===== src/rtl/qspi_pkg.sv =====
package qspi_pkg;
  typedef enum logic [2:0] {
    OFF_MODE  = 3'd0,
    OFF_CTRL  = 3'd1,
    OFF_WRAP  = 3'd2,
    OFF_IRQ   = 3'd3,
    OFF_QADDR = 3'd4,
    OFF_QDATA = 3'd5
  } reg_off_e;

  localparam logic [1:0] RGN_TX  = 2'd0;
  localparam logic [1:0] RGN_RX  = 2'd1;
  localparam logic [1:0] RGN_CMD = 2'd2;

  typedef enum logic [1:0] {
    S_IDLE  = 2'd0,
    S_ISSUE = 2'd1,
    S_BUSY  = 2'd2
  } seq_state_e;
endpackage


===== src/rtl/qspi_shift.sv =====
module qspi_shift #(
  parameter int DW    = 16,
  parameter int CS_W  = 4,
  parameter int DIV_W = 8
) (
  input  logic             clk,
  input  logic             rst_n,
  input  logic             start_i,
  input  logic [DW-1:0]    tx_i,
  input  logic [CS_W-1:0]  cs_i,
  input  logic [DIV_W-1:0] div_i,
  input  logic             miso_i,
  output logic             done_o,
  output logic [DW-1:0]    rx_o,
  output logic             sck_o,
  output logic             mosi_o,
  output logic [CS_W-1:0]  cs_n_o
);
  localparam int BW = (DW > 1) ? $clog2(DW) : 1;

  logic             busy_q, sck_q, samp_q, done_q;
  logic [DW-1:0]    sh_q;
  logic [BW-1:0]    bit_q;
  logic [DIV_W-1:0] div_q;
  logic [CS_W-1:0]  cs_q;

  always_ff @(posedge clk or negedge rst_n) begin
    if (!rst_n) begin
      busy_q <= 1'b0; sck_q <= 1'b0; samp_q <= 1'b0; done_q <= 1'b0;
      sh_q <= '0; bit_q <= '0; div_q <= '0; cs_q <= '0;
    end else begin
      done_q <= 1'b0;
      if (start_i && !busy_q) begin
        busy_q <= 1'b1;
        sh_q   <= tx_i;
        bit_q  <= '0;
        sck_q  <= 1'b0;
        div_q  <= '0;
        cs_q   <= cs_i;
      end else if (busy_q) begin
        if (div_q == div_i) begin
          div_q <= '0;
          if (!sck_q) begin
            sck_q  <= 1'b1;
            samp_q <= miso_i;
          end else begin
            sck_q <= 1'b0;
            sh_q  <= {sh_q[DW-2:0], samp_q};
            if (bit_q == BW'(DW-1)) begin
              busy_q <= 1'b0;
              done_q <= 1'b1;
            end else begin
              bit_q <= bit_q + 1'b1;
            end
          end
        end else begin
          div_q <= div_q + 1'b1;
        end
      end
    end
  end

  assign done_o = done_q;
  assign rx_o   = sh_q;
  assign sck_o  = sck_q;
  assign mosi_o = sh_q[DW-1];
  assign cs_n_o = busy_q ? ~cs_q : '1;


  cs_hold_chk: assert property (@(posedge clk) disable iff (!rst_n)
    (busy_q && $past(busy_q)) |-> $stable(cs_n_o));


  sck_idle_chk: assert property (@(posedge clk) disable iff (!rst_n)
    !busy_q |-> !sck_o);
endmodule


===== src/rtl/qspi_seq.sv =====
module qspi_seq
  import qspi_pkg::*;
#(
  parameter int AW = 4
) (
  input  logic          clk,
  input  logic          rst_n,
  input  logic          spe_i,
  input  logic          halt_i,
  input  logic          wrap_i,
  input  logic          go_i,
  input  logic [AW-1:0] start_ptr_i,
  input  logic [AW-1:0] end_ptr_i,
  input  logic          done_i,
  output logic          xfer_start_o,
  output logic [AW-1:0] cur_o,
  output logic          rx_we_o,
  output logic          end_o,
  output logic          spe_clr_o
);
  seq_state_e    state_q;
  logic [AW-1:0] cur_q;
  logic          fin;

  assign fin          = (state_q == S_BUSY) && done_i;
  assign xfer_start_o = (state_q == S_ISSUE);
  assign rx_we_o      = fin;
  assign end_o        = fin && (cur_q == end_ptr_i);
  assign spe_clr_o    = end_o && !wrap_i;
  assign cur_o        = cur_q;

  always_ff @(posedge clk or negedge rst_n) begin
    if (!rst_n) begin
      state_q <= S_IDLE;
      cur_q   <= '0;
    end else begin
      case (state_q)
        S_IDLE: begin
          if (go_i)                  cur_q   <= start_ptr_i;
          else if (spe_i && !halt_i) state_q <= S_ISSUE;
        end
        S_ISSUE: state_q <= S_BUSY;
        S_BUSY: begin
          if (done_i) begin
            state_q <= S_IDLE;
            if (cur_q == end_ptr_i) begin
              if (wrap_i) cur_q <= start_ptr_i;
            end else begin
              cur_q <= cur_q + 1'b1;
            end
          end
        end
        default: state_q <= S_IDLE;
      endcase
    end
  end


  oneshot_stop_chk: assert property (@(posedge clk) disable iff (!rst_n)
    (end_o && !wrap_i) |=> !spe_i);


  halt_idle_chk: assert property (@(posedge clk) disable iff (!rst_n)
    (halt_i && state_q == S_IDLE) |=> (state_q == S_IDLE));
endmodule


===== src/rtl/qspi_regs.sv =====
module qspi_regs
  import qspi_pkg::*;
#(
  parameter int DW    = 16,
  parameter int CS_W  = 4,
  parameter int AW    = 4,
  parameter int DIV_W = 8
) (
  input  logic             clk,
  input  logic             rst_n,
  input  logic             bus_sel,
  input  logic             bus_wr,
  input  logic [2:0]       bus_addr,
  input  logic [31:0]      bus_wdata,
  output logic [31:0]      bus_rdata,
  input  logic [AW-1:0]    cur_i,
  input  logic             rx_we_i,
  input  logic [DW-1:0]    rx_i,
  input  logic             end_i,
  input  logic             spe_clr_i,
  output logic             spe_o,
  output logic             halt_o,
  output logic             wrap_o,
  output logic             go_o,
  output logic [AW-1:0]    start_ptr_o,
  output logic [AW-1:0]    end_ptr_o,
  output logic [DIV_W-1:0] div_o,
  output logic [DW-1:0]    tx_o,
  output logic [CS_W-1:0]  cs_o,
  output logic             irq_o
);
  localparam int DEPTH = 1 << AW;
  localparam int RAW   = AW + 2;

  logic [DIV_W-1:0] div_q;
  logic             spe_q, go_q, wrap_q, halt_q, flag_q, ie_q;
  logic [AW-1:0]    sp_q, ep_q;
  logic [RAW-1:0]   qa_q;
  logic [DW-1:0]    tx_mem  [DEPTH];
  logic [DW-1:0]    rx_mem  [DEPTH];
  logic [CS_W-1:0]  cmd_mem [DEPTH];

  logic          wr_en, rd_en, dat_acc, unused_bits;
  logic [1:0]    rgn;
  logic [AW-1:0] idx;

  assign wr_en       = bus_sel && bus_wr;
  assign rd_en       = bus_sel && !bus_wr;
  assign dat_acc     = bus_sel && (bus_addr == OFF_QDATA);
  assign rgn         = qa_q[RAW-1:AW];
  assign idx         = qa_q[AW-1:0];
  assign unused_bits = ^{bus_wdata, rd_en};

  always_ff @(posedge clk or negedge rst_n) begin
    if (!rst_n) begin
      div_q <= '0; spe_q <= 1'b0; go_q <= 1'b0; wrap_q <= 1'b0;
      halt_q <= 1'b0; flag_q <= 1'b0; ie_q <= 1'b0;
      sp_q <= '0; ep_q <= '0; qa_q <= '0;
    end else begin
      go_q <= 1'b0;
      if (wr_en) begin
        case (bus_addr)
          OFF_MODE: div_q <= bus_wdata[DIV_W-1:0];
          OFF_CTRL: begin
            spe_q <= bus_wdata[0];
            go_q  <= bus_wdata[0] && !spe_q;
          end
          OFF_WRAP: begin
            sp_q   <= bus_wdata[0 +: AW];
            ep_q   <= bus_wdata[8 +: AW];
            wrap_q <= bus_wdata[24];
            halt_q <= bus_wdata[25];
          end
          OFF_IRQ: begin
            ie_q <= bus_wdata[8];
            if (bus_wdata[0]) flag_q <= 1'b0;
          end
          OFF_QADDR: qa_q <= bus_wdata[RAW-1:0];
          default: ;
        endcase
      end
      if (dat_acc) qa_q <= qa_q + 1'b1;
      if (end_i) flag_q <= 1'b1;
      if (spe_clr_i) spe_q <= 1'b0;
    end
  end

  always_ff @(posedge clk) begin
    if (wr_en && bus_addr == OFF_QDATA) begin
      if (rgn == RGN_TX)  tx_mem[idx]  <= bus_wdata[DW-1:0];
      if (rgn == RGN_CMD) cmd_mem[idx] <= bus_wdata[CS_W-1:0];
    end
    if (rx_we_i) rx_mem[cur_i] <= rx_i;
  end

  always_comb begin
    bus_rdata = '0;
    case (bus_addr)
      OFF_MODE: bus_rdata[DIV_W-1:0] = div_q;
      OFF_CTRL: bus_rdata[0] = spe_q;
      OFF_WRAP: begin
        bus_rdata[0 +: AW]  = sp_q;
        bus_rdata[8 +: AW]  = ep_q;
        bus_rdata[16 +: AW] = cur_i;
        bus_rdata[24]       = wrap_q;
        bus_rdata[25]       = halt_q;
      end
      OFF_IRQ: begin
        bus_rdata[0] = flag_q;
        bus_rdata[8] = ie_q;
      end
      OFF_QADDR: bus_rdata[RAW-1:0] = qa_q;
      OFF_QDATA: begin
        case (rgn)
          RGN_TX:  bus_rdata[DW-1:0]   = tx_mem[idx];
          RGN_RX:  bus_rdata[DW-1:0]   = rx_mem[idx];
          RGN_CMD: bus_rdata[CS_W-1:0] = cmd_mem[idx];
          default: ;
        endcase
      end
      default: ;
    endcase
  end

  assign spe_o       = spe_q;
  assign halt_o      = halt_q;
  assign wrap_o      = wrap_q;
  assign go_o        = go_q;
  assign start_ptr_o = sp_q;
  assign end_ptr_o   = ep_q;
  assign div_o       = div_q;
  assign tx_o        = tx_mem[cur_i];
  assign cs_o        = cmd_mem[cur_i];
  assign irq_o       = flag_q && ie_q;


  flag_hold_chk: assert property (@(posedge clk) disable iff (!rst_n)
    $fell(flag_q) |-> $past(wr_en && bus_addr == OFF_IRQ && bus_wdata[0]));


  wrap_keep_chk: assert property (@(posedge clk) disable iff (!rst_n)
    (end_i && wrap_q && spe_q && !(wr_en && bus_addr == OFF_CTRL)) |=> spe_q);
endmodule


===== src/rtl/qspi_queue_top.sv =====
module qspi_queue_top #(
  parameter int DW    = 16,
  parameter int CS_W  = 4,
  parameter int AW    = 4,
  parameter int DIV_W = 8
) (
  input  logic            clk,
  input  logic            rst_n,
  input  logic            bus_sel,
  input  logic            bus_wr,
  input  logic [2:0]      bus_addr,
  input  logic [31:0]     bus_wdata,
  output logic [31:0]     bus_rdata,
  output logic            irq,
  output logic            sck,
  output logic            mosi,
  input  logic            miso,
  output logic [CS_W-1:0] cs_n
);
  logic             spe, halt, wrap, go, xfer_start, rx_we, at_end, spe_clr, done;
  logic [AW-1:0]    sp, ep, cur;
  logic [DIV_W-1:0] div;
  logic [DW-1:0]    tx, rx;
  logic [CS_W-1:0]  cs_sel;

  qspi_regs #(.DW(DW), .CS_W(CS_W), .AW(AW), .DIV_W(DIV_W)) regs_i (
    .clk(clk), .rst_n(rst_n), .bus_sel(bus_sel), .bus_wr(bus_wr),
    .bus_addr(bus_addr), .bus_wdata(bus_wdata), .bus_rdata(bus_rdata),
    .cur_i(cur), .rx_we_i(rx_we), .rx_i(rx), .end_i(at_end), .spe_clr_i(spe_clr),
    .spe_o(spe), .halt_o(halt), .wrap_o(wrap), .go_o(go),
    .start_ptr_o(sp), .end_ptr_o(ep), .div_o(div), .tx_o(tx), .cs_o(cs_sel),
    .irq_o(irq)
  );

  qspi_seq #(.AW(AW)) seq_i (
    .clk(clk), .rst_n(rst_n), .spe_i(spe), .halt_i(halt), .wrap_i(wrap),
    .go_i(go), .start_ptr_i(sp), .end_ptr_i(ep), .done_i(done),
    .xfer_start_o(xfer_start), .cur_o(cur), .rx_we_o(rx_we),
    .end_o(at_end), .spe_clr_o(spe_clr)
  );

  qspi_shift #(.DW(DW), .CS_W(CS_W), .DIV_W(DIV_W)) shift_i (
    .clk(clk), .rst_n(rst_n), .start_i(xfer_start), .tx_i(tx), .cs_i(cs_sel),
    .div_i(div), .miso_i(miso), .done_o(done), .rx_o(rx), .sck_o(sck),
    .mosi_o(mosi), .cs_n_o(cs_n)
  );
endmodule


===== config.mk =====
export PLATFORM = sky130hd
export DESIGN_NAME = qspi_queue_top
export DESIGN_NICKNAME = d
export VERILOG_FILES = /design/src/rtl/qspi_pkg.sv /design/src/rtl/qspi_shift.sv /design/src/rtl/qspi_seq.sv /design/src/rtl/qspi_regs.sv /design/src/rtl/qspi_queue_top.sv
export SDC_FILE = /design/constraint.sdc
export NUM_CORES = 1
export LEC_CHECK = 0
export ABC_AREA = 1
export BUFFER_PORTS_ARGS = -buffer_cell sky130_fd_sc_hd__buf_2
export CORE_MARGIN = 3
export CORE_UTILIZATION = 29
export DETAILED_ROUTE_END_ITERATION = 12
export MAX_ROUTING_LAYER = met4
export PLACE_DENSITY = 0.55
export SLEW_MARGIN = 20
export SYNTH_ARGS = -nofsm -noshare
export SYNTH_HDL_FRONTEND = slang
export SYNTH_SLANG_ARGS = --single-unit

===== constraint.sdc =====
create_clock -name clk -period 5.6 [get_ports clk]
set_clock_uncertainty 0.1 [all_clocks]
set_input_delay 0.56 -clock clk [delete_from_list [all_inputs] [get_ports clk]]
set_output_delay 0.56 -clock clk [all_outputs]
set_load 0.01 [all_outputs]

==> After elaboration in Yosys (flattened, before gate mapping) <==
Memories as Yosys holds them, arrays and structs flattened. A register that Yosys moved wholly into a read port is not among the register bits.
Index checks and enable logic that the tools add are counted.
Widths: inputs -> output; s select.
{ "totals": {"reg_bits": 66, "mem_bits_rw": 576, "inputBits": 40, "output_inout_bits": 39, "elab_cells": 155, "memories": 3} }
{ "classes": {"n_addsub": 4, "n_eq_ne": 18, "muxes": 67, "bitwise": 3, "n_reduce_logical": 41} }
{ "memory_table": {"columns": ["memory", "words", "word_bits", "rd", "rd_ports_with_merged_regs", "wr", "line", "text"], "rows": [
  ["regs_i.rx_mem", 16, 16, 1, 0, 1, "qspi_regs.sv:40", "logic [DW-1:0] rx_mem [DEPTH];"],
  ["regs_i.tx_mem", 16, 16, 2, 0, 1, "qspi_regs.sv:39", "logic [DW-1:0] tx_mem [DEPTH];"],
  ["regs_i.cmd_mem", 16, 4, 2, 1, 1, "qspi_regs.sv:41", "logic [CS_W-1:0] cmd_mem [DEPTH];"]
]} }
{ "ops": {"columns": ["op", "count"], "rows": [
  ["$mux 16", 4],
  ["$mux 4", 12],
  ["$mux 1", 31],
  ["$mux 8", 3],
  ["$pmux 12 s2", 1],
  ["$reduce_bool 2->1", 11],
  ["$mux 6", 3],
  ["$pmux 2 s3", 2],
  ["$pmux 3 s4", 1],
  ["$pmux 4 s3", 1],
  ["$reduce_and 2->1", 6],
  ["$reduce_and 4->1", 3],
  ["$logic_and 1x1->1", 10],
  ["$reduce_and 3->1", 3],
  ["$add 4x1->4 const B", 2],
  ["$add 8x1->8 const B", 1],
  ["$eq 8x8->1", 1],
  ["$mux 2", 4],
  ["$pmux 4 s2", 1],
  ["$add 6x1->6 const B", 1],
  ["$eq 3x2->1 const B", 2],
  ["$eq 3x3->1 const B", 2],
  ["$ne 2x1->1 const B", 3],
  ["$pmux 1 s6", 1],
  ["other kinds (15)", 24]
]} }

==> Logic depth before layout (Yosys ltp) <==
Gate-level depths: netlist of run 1.
{ "logic_depth": {"depth_word": 6, "ltp_mapped": 14, "ltp_nobuf": 11} }

==> Cells and area by module <==
From an unflattened synthesis of run 1, not the netlist that was laid out.
{ "hier_totals": {"cells_unflattened": 3054, "hier_area_um2": 30046.3} }
{ "by_module_without_submodules": {"columns": ["mod", "n_inst", "cells_each", "area_each_um2", "seq_area_each_um2"], "rows": [
  ["qspi_regs", 1, 2703, 27557.7, 17997.3],
  ["qspi_shift", 1, 275, 1988.2, 900.9],
  ["qspi_seq", 1, 76, 500.5, 150.1]
]} }

==> Least setup slack after synthesis of run 1 <==
Ideal clock, no wire load.
{ "synth_path": {"path_kind": "input -> register", "from": "input bus_addr[1]", "to": "memory regs_i.tx_mem[0][0] (enable)", "setup_time_ns": 0.409, "t_arrival_ns": 2.475, "required_time_ns": 5.091, "slack_ns": 2.616, "path_stages": 6, "path_buffers": 1, "cell_sequence": "inv_1 > nand3_1 > inv_1 > nand3_1 > clkbuf_1 > nor3_1"} }
{ "synth_between": {"elab_chain_cells": 4} }
{ "synth_lines": {"columns": ["element", "line", "text"], "rows": [
  ["start, declared", "qspi_queue_top.sv:11", "input logic [2:0] bus_addr,"],
  ["$eq 3x3->1", "qspi_regs.sv:89", "if (wr_en && bus_addr == OFF_QDATA) begin"],
  ["$logic_and 1x1->1", "qspi_regs.sv:89", null],
  ["$mux 1", "qspi_regs.sv:89", null],
  ["$mux 1 (not written as such)", "qspi_regs.sv:90", "if (rgn == RGN_TX) tx_mem[idx] <= bus_wdata[DW-1:0];"],
  ["end, declared", "qspi_regs.sv:39", null]
]} }
No other way between the ends.

==> Worst setup path in the final report of run 1 <==
{ "layout_path": {"from": "register regs_i.qa_q[0]", "to": "output bus_rdata[3]"} }
{ "layout_between": {"elab_chain_cells": 3, "word_cells_on_any_way": 5, "classes_between": "mux (2); memory (3)"} }
{ "layout_lines": {"columns": ["element", "line", "text"], "rows": [
  ["start, declared", "qspi_regs.sv:38", "logic [RAW-1:0] qa_q;"],
  ["start signal, assigned", "qspi_regs.sv:78", "OFF_QADDR: qa_q <= bus_wdata[RAW-1:0];"],
  ["start signal, assigned", "qspi_regs.sv:82", "if (dat_acc) qa_q <= qa_q + 1'b1;"],
  ["$mem_v2 16x4 (tied with other cells)", null, null],
  ["$pmux 4 s3 (*)", "qspi_regs.sv:114", "case (rgn)"],
  ["$pmux 3 s4 (*)", "qspi_regs.sv:98", "case (bus_addr)"],
  ["end, declared", "qspi_queue_top.sv:13", "output logic [31:0] bus_rdata,"]
]} }
Mark *: on every way between the ends. The rest lies on a longest branch, timed or not.

==> results of run 1 <==
==> worst max path at each step <==
stage / start / end / slack (ps)
finish: regs_i.qa_q[0]$_DFFE_PN0P_ / bus_rdata[3] / 1150
CTS: regs_i.qa_q[0]$_DFFE_PN0P_ / bus_rdata[0] / 990
global placement: regs_i.qa_q[0]$_DFFE_PN0P_ / bus_rdata[0] / 1680
detailed placement: regs_i.qa_q[0]$_DFFE_PN0P_ / bus_rdata[0] / 1670
global route: regs_i.qa_q[0]$_DFFE_PN0P_ / bus_rdata[0] / 850
floorplan: bus_addr[1] / regs_i.tx_mem[0][0]$_DFFE_PP_ / 2620
==> synthesized netlist by cell type (all sizes together) (2+ instances only) <==
master / n
clkbuf: 53
a22oi: 2
nor3: 33
clkinv: 4
or2: 9
nor3b: 4
ha: 10
nand3: 131
xnor2: 7
nand2: 1005
a21oi: 92
xor2: 10
nor2: 326
o22ai: 16
edfxtp: 576
buf: 145
a2bb2oi: 2
nand4: 19
mux2: 7
o21ai: 339
inv: 274
o211ai: 108
dfrtp: 70
==> cell families after synthesis <==
logic type / Yosys count
xor+xnor: 17
flops: 646
compound gates: 566
fa+ha+maj: 10
simple gates: 1528
other cells: 1
buf+inv: 476
mux: 7
==> cell type report <==
class,count,area (um^2)
sequential,646,19100
antenna,2,5.00
timing repair buffer,129,926
multi-input combinational,2138,9780
tap,1380,1730
clock inverter,34,294
clock buffer,90,1900
inverter,278,1050
fill,10644,69500
==> layer usage <==
layer | part of all wire (%) | vias to the layer above | wire length (um) | track usage [%]
li1 | - | 10905 | - | -
met1 | 45 | 11052 | 40700 | 22.1
met2 | 45 | 747 | 41100 | 25.5
met3 | 5.8 | 161 | 5240 | 1.96
met4 | 3.8 | 0 | 3420 | 6.95
met5 | 0 | - | 0 | -
==> worst max-delay path: stages, from the launching register on <==
cell and delay [ps]:
dfrtp_4 690, inv_6 670, nand2_1 110, nand3_1 110, nand2_1 90, nand2_1 70, nand2_1 100, o21ai_0 790
nand3_1 150, nand2_1 90, nand2_1 50, buf_2 180
==> registers in the layout, summed over array words and instances, names as in the netlist, 2 cells and up <==
register and flops:
shift_i.bit_q 4, regs_i.end_ptr_o 4, shift_i.div_q 8, shift_i.rx_o 16, regs_i.start_ptr_o 4, regs_i.tx_mem 256
regs_i.rx_mem 256, regs_i.qa_q 6, seq_i.state_q 2, shift_i.cs_q 4, seq_i.cur_o 4, regs_i.cmd_mem 64
regs_i.div_o 8
==> what timing repair did <==
item | in CTS | in global routing
endpoints found under the setup margin | 0 | 0
endpoints found under the hold margin | 11 | 0
hold buffers | 1 | 0
buffers inserted | 0 | 0
==> metrics by stage <==
stage	cell area [um^2]	hold WS [ps]	util, %	setup slack, ps	total power, mW
2_1_floorplan	30700	164	-	2620	8.23
3_3_place_gp	32500	314	31.2	1680	9.50
3_5_place_dp	32500	317	31.2	1670	9.51
4_1_cts	34700	63.0	33.3	993	14.0
5_1_grt	34700	103	33.3	848	14.7
6_report	34700	92.0	33.3	1150	13.9
==> power groups by stage <==
| stage | clock [mW] | sequential, mW | combinational, mW |
|---|---|---|---|
| finish | 4.48 | 5.64 | 3.76 |
| detailed placement | 0 | 5.74 | 3.77 |
| global route | 4.77 | 5.67 | 4.22 |
| global placement | 0 | 5.74 | 3.76 |
| CTS | 4.58 | 5.64 | 3.78 |
| floorplan | 0 | 5.54 | 2.69 |
==> metrics.md, run 1 <==
| Metric | Value |
|---|---|
| Switch share | a little over a third |
| Skew-Pair Late Insertion Delay | 620 ps |
| Die area | ~0.11 mm^2 |
| GRT Residual Overflow | 0 |
| TritonRoute pass-1 iters | 5 |
| Worst IR Drop VDD | between 0.4 and 0.5 mV |
| Max cap viols | 0 |
| Nets | roughly 3300 |
| Die Ht | ~330 um |
| CP Capture Type | output port |
| GPL Wtd Cong | around 0.84 |
| Starting density of the core | between 20% and 30% |
| LEAKAGE | about 13 nW |
| Max Fclk | roughly 220 MHz |
| DRT antenna net count | 0 |
| Hold Path Class | in -> reg |
| Period minus WS final | between 4000 and 5000 ps |
| Seq/Total Area, Yosys | between 60% and 70% |
| Initial drt markers | ~2200 |
| Status | complete, no violations |
| CP max FO | 90 |
| CTS tree | done |
| Post-synthesis compound-gate area fraction | about 10% |
| Layout cells sized above 1 | a little under a tenth |
| Slew margin rel. | approximately a third |
| Vias in the first global route | between 20000 and 25000 |
| Main flop type after synthesis | edfxtp_1 |
| FF+latch count, synth | between 600 and 700 |
| Inst Count DP | roughly 4600 |
| Count of mapped cells out of synthesis | about 3300 |
| Largest cells by area after synthesis | edfxtp_1, nand2_1, dfrtp_1 |
| Post-Synth Adder-Cell Area | 0.408% |
| Top-area cell type share of the netlist area | roughly 56% |
| PwrDens | 400 mW/mm^2 |
| Reg2Reg Setup Slack | 2180 ps |
| Post-synth EDFFs | 576 |
| RSZ-0062 raised after global routing | false |
| Row count | 118 |
| Clk sinks | between 600 and 700 |
| Switching pwr | just under 5 mW |
| Reg-to-reg critical path startpoint | seq_i.cur_o[1]$_DFFE_PN0P_ |
| # DRC | 0 |
| DPL Wire Length | between 50000 and 60000 um |
| I/O Pins | 79 |
| Cells on Worst Hold Path | 3 |
| XOR/XNOR Fraction of Synth Area | 0.485% |
| H-tree levels | 3 |
| Hold Startpoint | bus_wdata[25] |
| Finished Layout Cells | roughly 4700 |
| Wire length per cell | slightly below 20 um |
| Asr flop ratio synth | a little over a tenth |
| Mux contribution to synthesized area | 0.257% |
| Largest net degree at the start of global routing | between 100 and 150 |
| Unique cell type count in the Yosys netlist | 46 |
| Port buffer count | 54 |
| Synth Area in Simple Gates | about a fifth |
| Vias | approximately 23000 |
| FF-to-FF End | regs_i.rx_mem[8][15]$_DFFE_PP_ |
| P_int | approximately 9.1 mW |
| # setup viols final | 0 |
| Yosys top cell by area | edfxtp_1 |
| Comb power frac | 27.1% |
| CTS Buffer Depth | 3 |
| Most frequent cells in the layout | nand2_1, edfxtp_1, o21ai_0 |
| Syn. warnings | 0 |
| Overall routing resource usage | about 17% |
| Part of the power in registers | between 40 and 50% |
| Data arrival, critical path | around 3800 ps |
| Area delta synth->final | 13.2% |
| CORE AREA | between 0.1 and 0.15 mm^2 |
| Largest family of logic cells by synthesized area | simple AND/OR/NAND/NOR gates |
| First-pass GRT wire length | between 100000 and 150000 um |
| Critical Path RT | slightly below 5000 ps |
| Period utilization | between 70% and 80% |
| Synth Area per Inst | ~9.4 um^2 |
| Post_cts resized | 0 |
| Worst-Margin Slew | about 960 ps |
| TNS Setup | 0 ps |
| Vias per cell | just under 5 |
| Initial antenna violation count | 3 |
| Kind of critical path | reg -> out |
| Final hold vios | 0 |
| Slew Viols, Final | 0 |
| Commonest non-fill, non-tap cell in the layout | nand2_1 |
| Die width | roughly 330 um |
| Final wirelength | around 90000 um |
| Clock Power Share | 32.3% |
| Reg2Reg Depth | 5 |
| Crit path launch type | register |
| CTS buffer count | 67 |
| Worst-path clk slew | 60 ps |
| WHS Endpoint | regs_i.halt_o$_DFFE_PN0P_ |
| Synth Cell Area | 0.0307 mm^2 |
| Root Buffer Master | clkbuf_16 |
Power figures use the tool's default switching activity.
==> inputs of run 2 (changes only) <==
ABC_AREA = 0   (was 1)
clock period = 4.1 ns   (was 5.6 ns; I/O delays follow)
==> metrics.md, run 2 <==
| Metric | Value |
|---|---|
| FF+latch count, synth | around 650 |
| RSZ-0062 raised after global routing | false |
| Worst IR Drop VDD | 0.371 mV |
| Fill cells | around 9200 |
| Skew-Pair Late Insertion Delay | roughly 650 ps |
| CP Capture Type | output port |
| Post-synth EDFFs | around 580 |
| Reg area | roughly 0.019 mm^2 |
| Reg-to-reg critical path startpoint | seq_i.cur_o[1]$_DFFE_PN0P_ |
| H-tree levels | 2 |
| Data arrival, critical path | 3430 ps |
| CTS Buffer Depth | 3 |
| Kind of critical path | reg -> out |
| Area of the multi-input gates | about 0.009 mm^2 |
| Status | complete, no violations |
| Hold Path Class | in -> reg |
| Synth Cell Area | roughly 0.028 mm^2 |
| GRT Residual Overflow | 0 |
| Final hold slack | 49.6 ps |
| TNS Setup | 0 ps |
| Vias in the first global route | 15756 |
| Most common cell in the netlist | edfxtp_1 |
| Initial drt markers | 1545 |
| Critical Path RT | approximately 3600 ps |
| Commonest non-fill, non-tap cell in the layout | edfxtp_1 |
| Setup crit end | bus_rdata[2] |
| Layout cells sized above 1 | a little under a third |
| Crit path launch type | register |
| Initial antenna violation count | 5 |
| Asr flop ratio synth | a little over a tenth |
| Yosys top cell by area | edfxtp_1 |
| Period minus WS final | just under 4000 ps |
| Reg2Reg Setup Slack | between 1000 and 1500 ps |
| Nets | about 1700 |
| Port buffer count | 54 |
| GR peak layer | met2 |
| Die width | about 320 um |
| Root Buffer Master | clkbuf_16 |
| CP max FO | 31 |
| Largest cells by area after synthesis | edfxtp_1, mux4_2, dfrtp_1 |
| Top flop regs | regs_i.rx_mem x256, regs_i.tx_mem x256, regs_i.cmd_mem x64 |
| Worst-path clk slew | about 70 ps |
| Slew margin rel. | around 34% |
| Final wirelength | ~76000 um |
| Critical Path Source | regs_i.qa_q[1]$_DFFE_PN0P_ |
| Vias | 15258 |
| Largest net degree at the start of global routing | 71 |
| Main flop type after synthesis | edfxtp_1 |
| Overall routing resource usage | between 15 and 20% |
| Most frequent cells in the layout | edfxtp_1, mux4_2, buf_4 |
| Max Fclk | between 200 and 300 MHz |
| LEAKAGE | 10.7 nW |
| DPL Wire Length | ~50000 um |
| Row count | roughly 110 |
| Post-synth top cells | edfxtp_1, mux4_2, nor2_1 |
| Area delta synth->final | 15.2% |
| I/O Pins | just under 80 |
| Die area | just over 0.1 mm^2 |
| Max cap viols | 0 |
| Worst-Margin Slew | 997 ps |
| DRT antenna net count | 0 |
| FF-to-FF End | seq_i.cur_o[1]$_DFFE_PN0P_ |
| PwrDens | 580 mW/mm^2 |
| Seq/Total Area, Yosys | approximately 67% |
| CTS tree | done |
| Top-area cell type share of the netlist area | between 60% and 70% |
| TritonRoute pass-1 iters | 5 |
| Synth Area per Inst | about 19 um^2 |
| Final hold vios | 0 |
| Starting density of the core | between 20% and 30% |
| # DRC | 0 |
| GPL Wtd Cong | 0.800 |
| # setup viols final | 0 |
| Met2 global-route usage | between 20% and 30% |
| Unique cell type count in the Yosys netlist | 61 |
| Reg2Reg Depth | 5 |
| CORE AREA | ~0.097 mm^2 |
| Vias per cell | between 5 and 6 |
| Wire length per cell | roughly 26 um |
| Syn. warnings | 0 |
| Clk sinks | ~650 |
| Count of mapped cells out of synthesis | roughly 1500 |
| Slew Viols, Final | 0 |
| Period utilization | between 90% and 100% |
| Die Ht | 319 um |
| Grt met1 use | between 10% and 20% |
| GR Util met3 | between 2 and 2.5% |
| CTS buffer count | 60 |
| First-pass GRT wire length | between 100000 and 150000 um |
run 2: worst max-delay path: stages, from the launching register on:
cell	delay (ps)
dfrtp_4	790
mux4_2	390
mux2i_1	440
o22ai_1	180
a2111oi_0	460
buf_4	200
o22ai_1	110
buf_2	180
run 2: area by class of cell:
cell class,count,area share [%]
inverter,11,0.130
sequential,646,58.2
multi-input combinational,765,27.2
clock inverter,41,1.62
clock buffer,68,4.68
timing repair buffer,142,3.26
tap,1276,4.88
antenna,1,0.00764
run 2: kinds of logic after synthesis:
family | after synthesis | share of synthesized area (%)
flip-flops | 646 | 67.0
adder cells (fa/ha/maj) | 10 | 0.440
AND/OR/NAND/NOR | 252 | 4.24
other | 1 | 0.0132
buffers and inverters | 112 | 2.10
AO/OA/AOI/OAI | 142 | 3.34
multiplexers | 333 | 22.3
XOR/XNOR | 18 | 0.555
run 2: repair_timing:
item	CTS	global route
endpoints found under the hold margin	73	0
resized for setup	2	0
hold buffers	4	0
setup endpoints to repair	3	1
buffers inserted	1	5
run 2: routing by layer:
layer  vias to the layer above  share of wire [%]  wire length, um
li1                       6446                  -                -
met5                         -                  0                0
met1                      8190                 41            31400
met4                         0                2.6             1970
met3                       129                5.9             4460
met2                       493                 50            37900
run 2: stage by stage:
step                cells  utilization [%]  worst slack, ps  total power [mW]  instance area, um^2
global route         2950             33.8             24.0              19.7                32700
global placement     2830             31.5              526              13.2                30500
finish               2950             33.8              156              19.0                32700
detailed placement   2830             31.5              525              13.2                30500
floorplan            1523                -             1260              11.5                28500
CTS                  2944             33.7             20.8              19.1                32700
run 2: worst min-delay path by stage:
stage	start	endpoint	slack [ps]	depth (start not counted)
after CTS	bus_wdata[15]	regs_i.tx_mem[3][15]$_DFFE_PP_	20	1
after global placement	shift_i.done_o$_DFF_PN0_	seq_i.state_q[1]$_DFFE_PN0P_	360	1
after global routing	bus_wdata[15]	regs_i.tx_mem[1][15]$_DFFE_PP_	40	1
after floorplan	rst_n	regs_i.div_o[0]$_DFFE_PN0P_	10	0
final	bus_wdata[13]	regs_i.tx_mem[8][13]$_DFFE_PP_	50	1
after detailed placement	shift_i.done_o$_DFF_PN0_	seq_i.state_q[1]$_DFFE_PN0P_	360	1
run 2: power breakdown:
group | internal, mW | switching (mW) | leakage (nW)
Clock | 3.38 | 2.47 | 1.00
Sequential | 7.77 | 0.800 | 6.08
Combinational | 2.17 | 2.38 | 3.57
